File: config.mk
export PLATFORM = sky130hd
export DESIGN_NAME = i2c_word_rx
export DESIGN_NICKNAME = d
export VERILOG_FILES = /design/src/rtl/i2c_word_rx_pkg.sv /design/src/rtl/i2c_line_sync.sv /design/src/rtl/i2c_bus_events.sv /design/src/rtl/i2c_word_fsm.sv /design/src/rtl/i2c_word_rx.sv
export SDC_FILE = /design/constraint.sdc
export NUM_CORES = 1
export LEC_CHECK = 0
export BUFFER_PORTS_ARGS = -buffer_cell sky130_fd_sc_hd__buf_2
export CAP_MARGIN = 20
export CORE_ASPECT_RATIO = 0.8
export CORE_MARGIN = 4
export CORE_UTILIZATION = 50
export CTS_CLUSTER_SIZE = 28
export DETAILED_ROUTE_END_ITERATION = 8
export GPL_TIMING_DRIVEN = 0
export MAX_ROUTING_LAYER = met4
export PLACE_DENSITY = 0.7
export SLEW_MARGIN = 15
export SYNTH_ARGS = -nofsm -noshare
export SYNTH_HDL_FRONTEND = slang
export SYNTH_HIERARCHICAL = 1
export SYNTH_SLANG_ARGS = --single-unit
File: constraint.sdc
create_clock -name clk -period 4.34 [get_ports clk]
set_clock_uncertainty 0.2 [all_clocks]
set_input_delay 0.868 -clock clk [delete_from_list [all_inputs] [get_ports clk]]
set_output_delay 0.868 -clock clk [all_outputs]
set_load 0.01 [all_outputs]
File: src/rtl/i2c_word_rx_pkg.sv
package i2c_word_rx_pkg;
  localparam int BYTE_W = 8;
  localparam int WORD_W = 2 * BYTE_W;
  localparam int BIT_CNT_W = $clog2(BYTE_W + 1);

  typedef enum logic [2:0] {
    ST_IDLE,
    ST_ADDR,
    ST_ADDR_ACK,
    ST_HI_BYTE,
    ST_HI_ACK,
    ST_LO_BYTE,
    ST_LO_ACK,
    ST_IGNORE
  } rx_state_e;
endpackage

File: src/rtl/i2c_line_sync.sv
module i2c_line_sync #(
  parameter int LINES = 2,
  parameter int STAGES = 2
) (
  input  logic             clk,
  input  logic             rst_n,
  input  logic [LINES-1:0] raw,
  output logic [LINES-1:0] now,
  output logic [LINES-1:0] last
);
  localparam int DEPTH = STAGES + 1;

  for (genvar g = 0; g < LINES; g++) begin : g_line
    logic [DEPTH-1:0] chain_q;
    always_ff @(posedge clk or negedge rst_n) begin
      if (!rst_n) chain_q <= '1;
      else        chain_q <= {chain_q[DEPTH-2:0], raw[g]};
    end
    assign now[g]  = chain_q[DEPTH-2];
    assign last[g] = chain_q[DEPTH-1];
  end
endmodule

File: src/rtl/i2c_bus_events.sv
module i2c_bus_events (
  input  logic scl_now,
  input  logic scl_last,
  input  logic sda_now,
  input  logic sda_last,
  output logic scl_rise,
  output logic scl_fall,
  output logic start_det,
  output logic stop_det
);
  logic scl_steady_high;
  assign scl_steady_high = scl_now && scl_last;
  assign scl_rise  = scl_now && !scl_last;
  assign scl_fall  = !scl_now && scl_last;
  assign start_det = scl_steady_high && sda_last && !sda_now;
  assign stop_det  = scl_steady_high && !sda_last && sda_now;
endmodule

File: src/rtl/i2c_word_fsm.sv
module i2c_word_fsm
  import i2c_word_rx_pkg::*;
#(
  parameter logic [5:0] ADDR_UPPER = 6'b001011
) (
  input  logic              clk,
  input  logic              rst_n,
  input  logic              sda_now,
  input  logic              scl_rise,
  input  logic              scl_fall,
  input  logic              start_det,
  input  logic              stop_det,
  input  logic              addr_pick,
  output logic              pull_low,
  output logic [WORD_W-1:0] word
);
  localparam logic [BIT_CNT_W-1:0] FULL = BIT_CNT_W'(BYTE_W);

  rx_state_e             state_q, state_d;
  logic [BIT_CNT_W-1:0]  cnt_q, cnt_d;
  logic [BYTE_W-1:0]     shift_q, shift_d;
  logic                  pull_q, pull_d;
  logic [BYTE_W-1:0]     hi_q, hi_d, lo_q, lo_d;
  logic [BYTE_W-1:0]     own_addr;
  logic                  receiving;

  assign own_addr  = {ADDR_UPPER, ~addr_pick, 1'b0};
  assign receiving = (state_q == ST_ADDR) || (state_q == ST_HI_BYTE) ||
                     (state_q == ST_LO_BYTE);

  always_comb begin
    state_d = state_q;
    cnt_d   = cnt_q;
    shift_d = shift_q;
    pull_d  = pull_q;
    hi_d    = hi_q;
    lo_d    = lo_q;
    if (start_det) begin
      state_d = ST_ADDR;
      cnt_d   = '0;
      pull_d  = 1'b0;
    end else if (stop_det) begin
      state_d = ST_IDLE;
      cnt_d   = '0;
      pull_d  = 1'b0;
    end else if (receiving) begin
      if (scl_rise && cnt_q != FULL) begin
        shift_d = {shift_q[BYTE_W-2:0], sda_now};
        cnt_d   = cnt_q + 1'b1;
      end else if (scl_fall && cnt_q == FULL) begin
        cnt_d = '0;
        unique case (state_q)
          ST_ADDR: begin
            if (shift_q == own_addr) begin
              pull_d  = 1'b1;
              state_d = ST_ADDR_ACK;
            end else begin
              state_d = ST_IGNORE;
            end
          end
          ST_HI_BYTE: begin
            pull_d  = 1'b1;
            state_d = ST_HI_ACK;
          end
          default: begin
            pull_d  = 1'b1;
            state_d = ST_LO_ACK;
          end
        endcase
      end
    end else if (scl_fall) begin
      unique case (state_q)
        ST_ADDR_ACK: begin
          pull_d  = 1'b0;
          state_d = ST_HI_BYTE;
        end
        ST_HI_ACK: begin
          pull_d  = 1'b0;
          hi_d    = shift_q;
          state_d = ST_LO_BYTE;
        end
        ST_LO_ACK: begin
          pull_d  = 1'b0;
          lo_d    = shift_q;
          state_d = ST_IGNORE;
        end
        default: ;
      endcase
    end
  end

  always_ff @(posedge clk or negedge rst_n) begin
    if (!rst_n) begin
      state_q <= ST_IDLE;
      cnt_q   <= '0;
      shift_q <= '0;
      pull_q  <= 1'b0;
      hi_q    <= '0;
      lo_q    <= '0;
    end else begin
      state_q <= state_d;
      cnt_q   <= cnt_d;
      shift_q <= shift_d;
      pull_q  <= pull_d;
      hi_q    <= hi_d;
      lo_q    <= lo_d;
    end
  end

  assign pull_low = pull_q;
  assign word     = {hi_q, lo_q};
endmodule

File: src/rtl/i2c_word_rx.sv
module i2c_word_rx
  import i2c_word_rx_pkg::*;
#(
  parameter logic [5:0] ADDR_UPPER  = 6'b001011,
  parameter int         SYNC_STAGES = 2
) (
  input  logic              clk,
  input  logic              rst_n,
  input  logic              scl_in,
  input  logic              sda_in,
  input  logic              addr_pick,
  output logic              sda_pull_low,
  output logic [WORD_W-1:0] cfg_word
);
  logic [1:0] line_now, line_last;
  logic       scl_s, sda_s;
  logic       scl_rise, scl_fall, start_det, stop_det;

  i2c_line_sync #(.LINES(2), .STAGES(SYNC_STAGES)) u_sync (
    .clk  (clk),
    .rst_n(rst_n),
    .raw  ({scl_in, sda_in}),
    .now  (line_now),
    .last (line_last)
  );

  assign scl_s = line_now[1];
  assign sda_s = line_now[0];

  i2c_bus_events u_events (
    .scl_now  (line_now[1]),
    .scl_last (line_last[1]),
    .sda_now  (line_now[0]),
    .sda_last (line_last[0]),
    .scl_rise (scl_rise),
    .scl_fall (scl_fall),
    .start_det(start_det),
    .stop_det (stop_det)
  );

  i2c_word_fsm #(.ADDR_UPPER(ADDR_UPPER)) u_fsm (
    .clk      (clk),
    .rst_n    (rst_n),
    .sda_now  (sda_s),
    .scl_rise (scl_rise),
    .scl_fall (scl_fall),
    .start_det(start_det),
    .stop_det (stop_det),
    .addr_pick(addr_pick),
    .pull_low (sda_pull_low),
    .word     (cfg_word)
  );
endmodule

==> results.cfg, run 1 <==
[sta]
clock.fmax_ghz = 0.405
fin_crit_sh_pct = 56.9
rsz0062_at_grt = false
slew_viol_final = 0
finalHoldViolations = 0
setup_viol = 0
min_period_ns = 2.47
worst_pin_slew_ns = 0.801
fin_tns_setup_ns = 0
relSlewSlack_pct = 46.6
setup_ws_ns = 1.87

[drt]
antenna_left = 0
vias = 1107
drt-pass1-iter-count = 4
drt_wl_total_mm = 3.00
drc = 0
drtIter0Drc = 77
viasPerCell = 5.48
wl_per_cell_um = 14.8

[clock_network]
cts.sinks = 38
cts_root_buffer = clkbuf_8
clk_pin_slew_worst_paths_ns = 0.07
cts_resized = 0
numCtsBuffers = 5
holdBufCountCts = 0
cts_tree = yes
postCtsSetupBuffers = 0
cts_max_level = 2
insertion_delay_ns = 0.28
cts_buffer_depth = 2

[yosys]
synth_area_um2 = 1730
syn_area_per_cell_um2 = 13.0
synth_area_leaders = dfrtp_1, mux2_1, dfstp_2
ys_ff_latch = 38
syn_inst = 133
synth.distinct_cells = 38
yosys_warnings = 6
yosysSeqAreaShare_pct = 55.3
syn_nets = 140
synthArstFlopShare_pct = 100
synth.top_cell.area_share_pct = 46.2
synth_area_leader_cell = dfrtp_1
synth_edf_count = 0
synth_ff_type = dfrtp_1

[grt]
grt_start_max_net_pins = 39
grt_util_met3_pct = 4.64
track_usage_pct = 15.6
grt_most_used_layer = met2
grt_pass1_vias = 1132
use_met2_pct = 22.2
grt-ovfl-total = 0
grt_antenna_before_repair = 0
grt_pass1_wl_mm = 5.06
grtUsageMet1_pct = 21.0

[worst_setup_path]
critPathMaxFanout = 10
cp-end-kind = flop
startpoint_type = flop
cp.arrival_ns = 2.43
cp.required_ns = 4.30
path_class = flop to flop

[pwr]
vdd_drop_max_mv = 0.254
clkPwrFrac_pct = 25.1
seqPwrFrac_pct = 50.9
p_switching_uw = 290
leakage_uw = 0.00105
power_density_nw_per_um2 = 492
power_uw = 976
power.share.combinational_pct = 24.1
power.internal_uw = 686
switching_share_pct = 29.7

[placement]
dp_slack_ns = 1.85
routabilityCongestion = 0.857
post-dp-hpwl_mm = 2.16
io_buffers = 21

[die]
row_count = 18
ios = 22
core_um2 = 3200
initial_core_util_pct = 54.2
die_h_um = 60.7
die_area_um2 = 4480
die_w_um = 73.8

[final_layout]
final_common_cell = dfrtp_1
fill_cells = 246
final_cell_mix = dfrtp_1, buf_2, mux2_1
synthToLayoutAreaGrowth_pct = 14.4
layout-drive-gt1-share_pct = 33.3
n_antenna_cell = 0
nNetsFinal = 168

[outcome]
outcome = finished clean

[hold_path]
hp-class = flop to flop

[flow_run]
maxCapViolCount = 0
-- power by group through the flow --
stage          combinational [uW]  sequential, uW  clock (uW)
3_3_place_gp                  222             496           0
6_report                      235             496         245
2_1_floorplan                 171             491           0
4_1_cts                       235             496         253
5_1_grt                       255             511         266
3_5_place_dp                  234             502           0
-- per-stage QoR --
step	hold slack [ns]	instance area, um2	cells	util, %
finish	0.158	1980	202	62.1
global route	0.167	1980	202	62.1
detailed placement	0.148	1890	194	59.1
floorplan	0.145	1730	133	-
global placement	0.146	1890	194	59.1
CTS	0.159	1980	202	62.1
-- registers in the layout (all words and copies together) (netlist names) --
name	flops
u_fsm/shift_q	8
u_fsm/hi_q	8
u_fsm/pull_low	1
u_fsm/state_q	3
u_fsm/cnt_q	4
u_sync/g_line.chain_q	6
u_fsm/lo_q	8
-- cell usage after synthesis, types with 2 or more instances --
cell	number
a21oi_1	8
nand2b_1	3
nor3_1	3
xor2_1	2
buf_4	4
nor2b_1	2
buf_2	2
and3_1	2
dfstp_2	6
dfrtp_1	32
inv_1	4
mux2_4	8
mux2_1	16
nor2_1	3
o32ai_1	2
and4b_1	4
clkbuf_1	2
nand2_1	6
buf_6	2
ha_1	2
a211oi_1	2
nand3_1	2
-- metal layers --
layer  routed length (um)  vias to the layer above
met3                  151                        2
met1                 1410                      548
met2                 1410                       25
met4                   17                        0
met5                    0                        -
li1                     -                      532
-- path summary, 6_finish.rpt --
| path | from | cells after the start | slack, ns | endpoint |
|---|---|---|---|---|
| hold / removal | u_sync/g_line[0].chain_q[0] | 0 | 0.16 | u_sync/g_line[0].chain_q[1] |
| max in group asynchronous | rst_n | 1 | 2.96 | u_fsm/hi_q[0] |
| min in group asynchronous | rst_n | 1 | 0.47 | u_fsm/hi_q[2] |
| setup / recovery | u_sync/g_line[0].chain_q[1] | 7 | 1.87 | u_fsm/lo_q[7] |
| hold reg to reg | u_sync/g_line[0].chain_q[0] | 0 | 0.16 | u_sync/g_line[0].chain_q[1] |
| setup reg to reg | u_sync/g_line[0].chain_q[1] | 7 | 1.87 | u_fsm/lo_q[7] |
-- logic make-up after synthesis --
group                      after synthesis  synth area share (%)
DFF                                     38                  55.3
and+or+nand+nor                         33                  12.2
buffers and inverters                   14                  4.91
muxes                                   25                  17.9
xor gates and xnor gates                 2                  1.01
AOI/OAI and AO/OA                       19                  7.29
adders and majority gates                2                  1.44
-- final cells by class --
| class | count | area, um2 | area share [%] |
|---|---|---|---|
| clock inverters | 2 | 12.5 | 0.631 |
| clock buffers | 6 | 82.6 | 4.16 |
| repair buffers | 21 | 105 | 5.30 |
| flip-flops and latches | 38 | 958 | 48.3 |
| inverters | 4 | 15.0 | 0.757 |
| well taps | 40 | 50.0 | 2.52 |
| multi-input cells | 81 | 691 | 34.8 |
| plain buffers | 10 | 70.1 | 3.53 |
-- critical path: stages (launching register included) --
cell and delay (ns):
dfstp_2 0.53, buf_4 0.11, and4b_1 0.21, or2_1 0.24
buf_6 0.14, nor3_2 0.20, nand2_1 0.29, mux2_1 0.42
(Power assumes the default switching activity.)
==> inputs of run 2 (changes only) <==
--- a/config.mk
+++ b/config.mk
@@ -14,7 +14,7 @@
 export DETAILED_ROUTE_END_ITERATION = 8
 export GPL_TIMING_DRIVEN = 0
 export MAX_ROUTING_LAYER = met4
-export PLACE_DENSITY = 0.7
+export PLACE_DENSITY = 0.73
 export SLEW_MARGIN = 15
 export SYNTH_ARGS = -nofsm -noshare
 export SYNTH_HDL_FRONTEND = slang
==> constraint.sdc (replaced) <==
create_clock -name clk -period 2.1 [get_ports clk]
set_clock_uncertainty 0.2 [all_clocks]
set_input_delay 0.42 -clock clk [delete_from_list [all_inputs] [get_ports clk]]
set_output_delay 0.42 -clock clk [all_outputs]
set_load 0.01 [all_outputs]
==> run 2 against run 1 <==
  * The flow now finishes with violations (setup timing)
  * Utilization rose by 3.4 points
  * Die area did not move
  * Non-clock buffer count rose by 3
  * Combinational power rose by 120%
  * Global-route usage rose by 2.1 points
==> results.cfg, run 2 (same netlist as run 1, synthesis figures left out) <==
[outcome]
outcome = finished, violations left
violations = setup timing

[drt]
wl_per_cell_um = 15.8
drc = 0
drt_wl_total_mm = 3.25
antenna_left = 0
vias = 1143
drt-pass1-iter-count = 4
viasPerCell = 5.58
drtIter0Drc = 117

[worst_setup_path]
r2r_end = u_fsm/shift_q[6]
r2r_setup_slack_ns = -0.06
cp.required_ns = 2.08
cp.arrival_ns = 2.13
cp-end-kind = flop
worstReg2RegStart = u_sync/g_line[0].chain_q[1]
r2r_cells = 5
path_class = flop to flop
critPathMaxFanout = 8
startpoint_type = flop
critPathLaunch = u_sync/g_line[0].chain_q[1]

[grt]
grt_start_max_net_pins = 39
track_usage_pct = 17.7
grt-ovfl-total = 0
grt_antenna_before_repair = 0
grt_pass1_wl_mm = 5.62
grt_pass1_vias = 1164

[final_layout]
final_cell_mix = dfrtp_1, mux2_4, buf_2
layout-drive-gt1-share_pct = 46.7
reg_top3 = u_fsm/hi_q: 8 flops, u_fsm/lo_q: 8 flops, u_fsm/shift_q: 8 flops
nNetsFinal = 171
synthToLayoutAreaGrowth_pct = 20.6
stdcell_area_um2 = 2090
final_common_cell = dfrtp_1
fin_util_pct = 65.4
seq_area_um2 = 958
n_antenna_cell = 0
multi_input_area_um2 = 773
stdcell_count = 205
fill_cells = 246

[sta]
worst_pin_slew_ns = 0.819
relSlewSlack_pct = 45.4
finalHoldViolations = 0
setup_viol = 16
setup_ws_ns = -0.0564
slew_viol_final = 0
clock.fmax_ghz = 0.464
min_period_ns = 2.16
rsz0062_at_grt = true
fin_crit_sh_pct = 103

[hold_path]
hp-class = input port to asynchronous set/reset pin

[clock_network]
clk_pin_slew_worst_paths_ns = 0.07
cts_tree = yes
cts_root_buffer = clkbuf_8
cts_max_level = 2
numCtsBuffers = 5
insertion_delay_ns = 0.29
cts.sinks = 38
cts_buffer_depth = 2

[die]
die_w_um = 73.8
ios = 22
core_um2 = 3200
row_count = 18
initial_core_util_pct = 54.2
die_area_um2 = 4480
die_h_um = 60.7

[pwr]
power_density_nw_per_um2 = 987
vdd_drop_max_mv = 0.682
leakage_uw = 0.00113

[placement]
dp_slack_ns = -0.215
dp_cells = 194
routabilityCongestion = 0.843
post-dp-hpwl_mm = 2.13
io_buffers = 21
place_area_um2 = 1900

[flow_run]
maxCapViolCount = 0
-- run 2: stage by stage --
stage	hold WS (ns)	setup TNS (ns)	power, uW
after CTS	0.0116	-2.17	2080
after floorplan	-0.0756	-1.90	1370
after global placement	0.146	-4.03	1490
after detailed placement	0.148	-4.59	1520
final	0.0208	-0.536	2060
after global routing	0.00377	-1.82	2200
-- run 2: critical path: stages, from the launching register on --
cell     delay (ns)
dfstp_2        0.54
buf_6          0.09
and4b_1        0.19
or2_4          0.26
or3_4          0.43
mux2_4         0.32
-- run 2: cell type report --
type                    count  area share [%]
repair buffers             26            6.82
flip-flops and latches     38            45.8
well taps                  40            2.39
clock buffers               6            3.95
clock inverters             2           0.598
plain buffers               8            2.75
multi-input cells          81            37.0
inverters                   4           0.718
-- run 2: report_power, final --
group / switching [uW] / leakage (uW) / internal (uW)
sequential: 157 / 0.000481 / 885
combinational: 215 / 0.000605 / 295
clock: 250 / 0.0000472 / 263
-- run 2: repair_timing --
item,in CTS,in global routing
buffers inserted,5,0
endpoints found under the hold margin,0,0
setup endpoints to repair,24,27
gates resized for setup,20,3
pin swaps,1,0
hold buffers,0,0
-- run 2: how the worst max path moves through the flow --
stage                     slack, ns                to  cells after the start
after floorplan               -0.12  u_fsm/shift_q[0]                      7
after global placement        -0.18     u_fsm/hi_q[3]                      8
after detailed placement      -0.22     u_fsm/hi_q[4]                      8
after CTS                     -0.13  u_fsm/shift_q[6]                      6
after global routing          -0.11  u_fsm/shift_q[6]                      5
final                         -0.06  u_fsm/shift_q[6]                      5
-- run 2: routing by layer --
metal / global-route usage, % / vias to the layer above / wire length [um]
li1: - / 533 / -
met1: 22.9 / 579 / 1520
met2: 25.6 / 25 / 1520
met3: 6.62 / 6 / 166
met4: 5.94 / 0 / 44
met5: - / - / 0
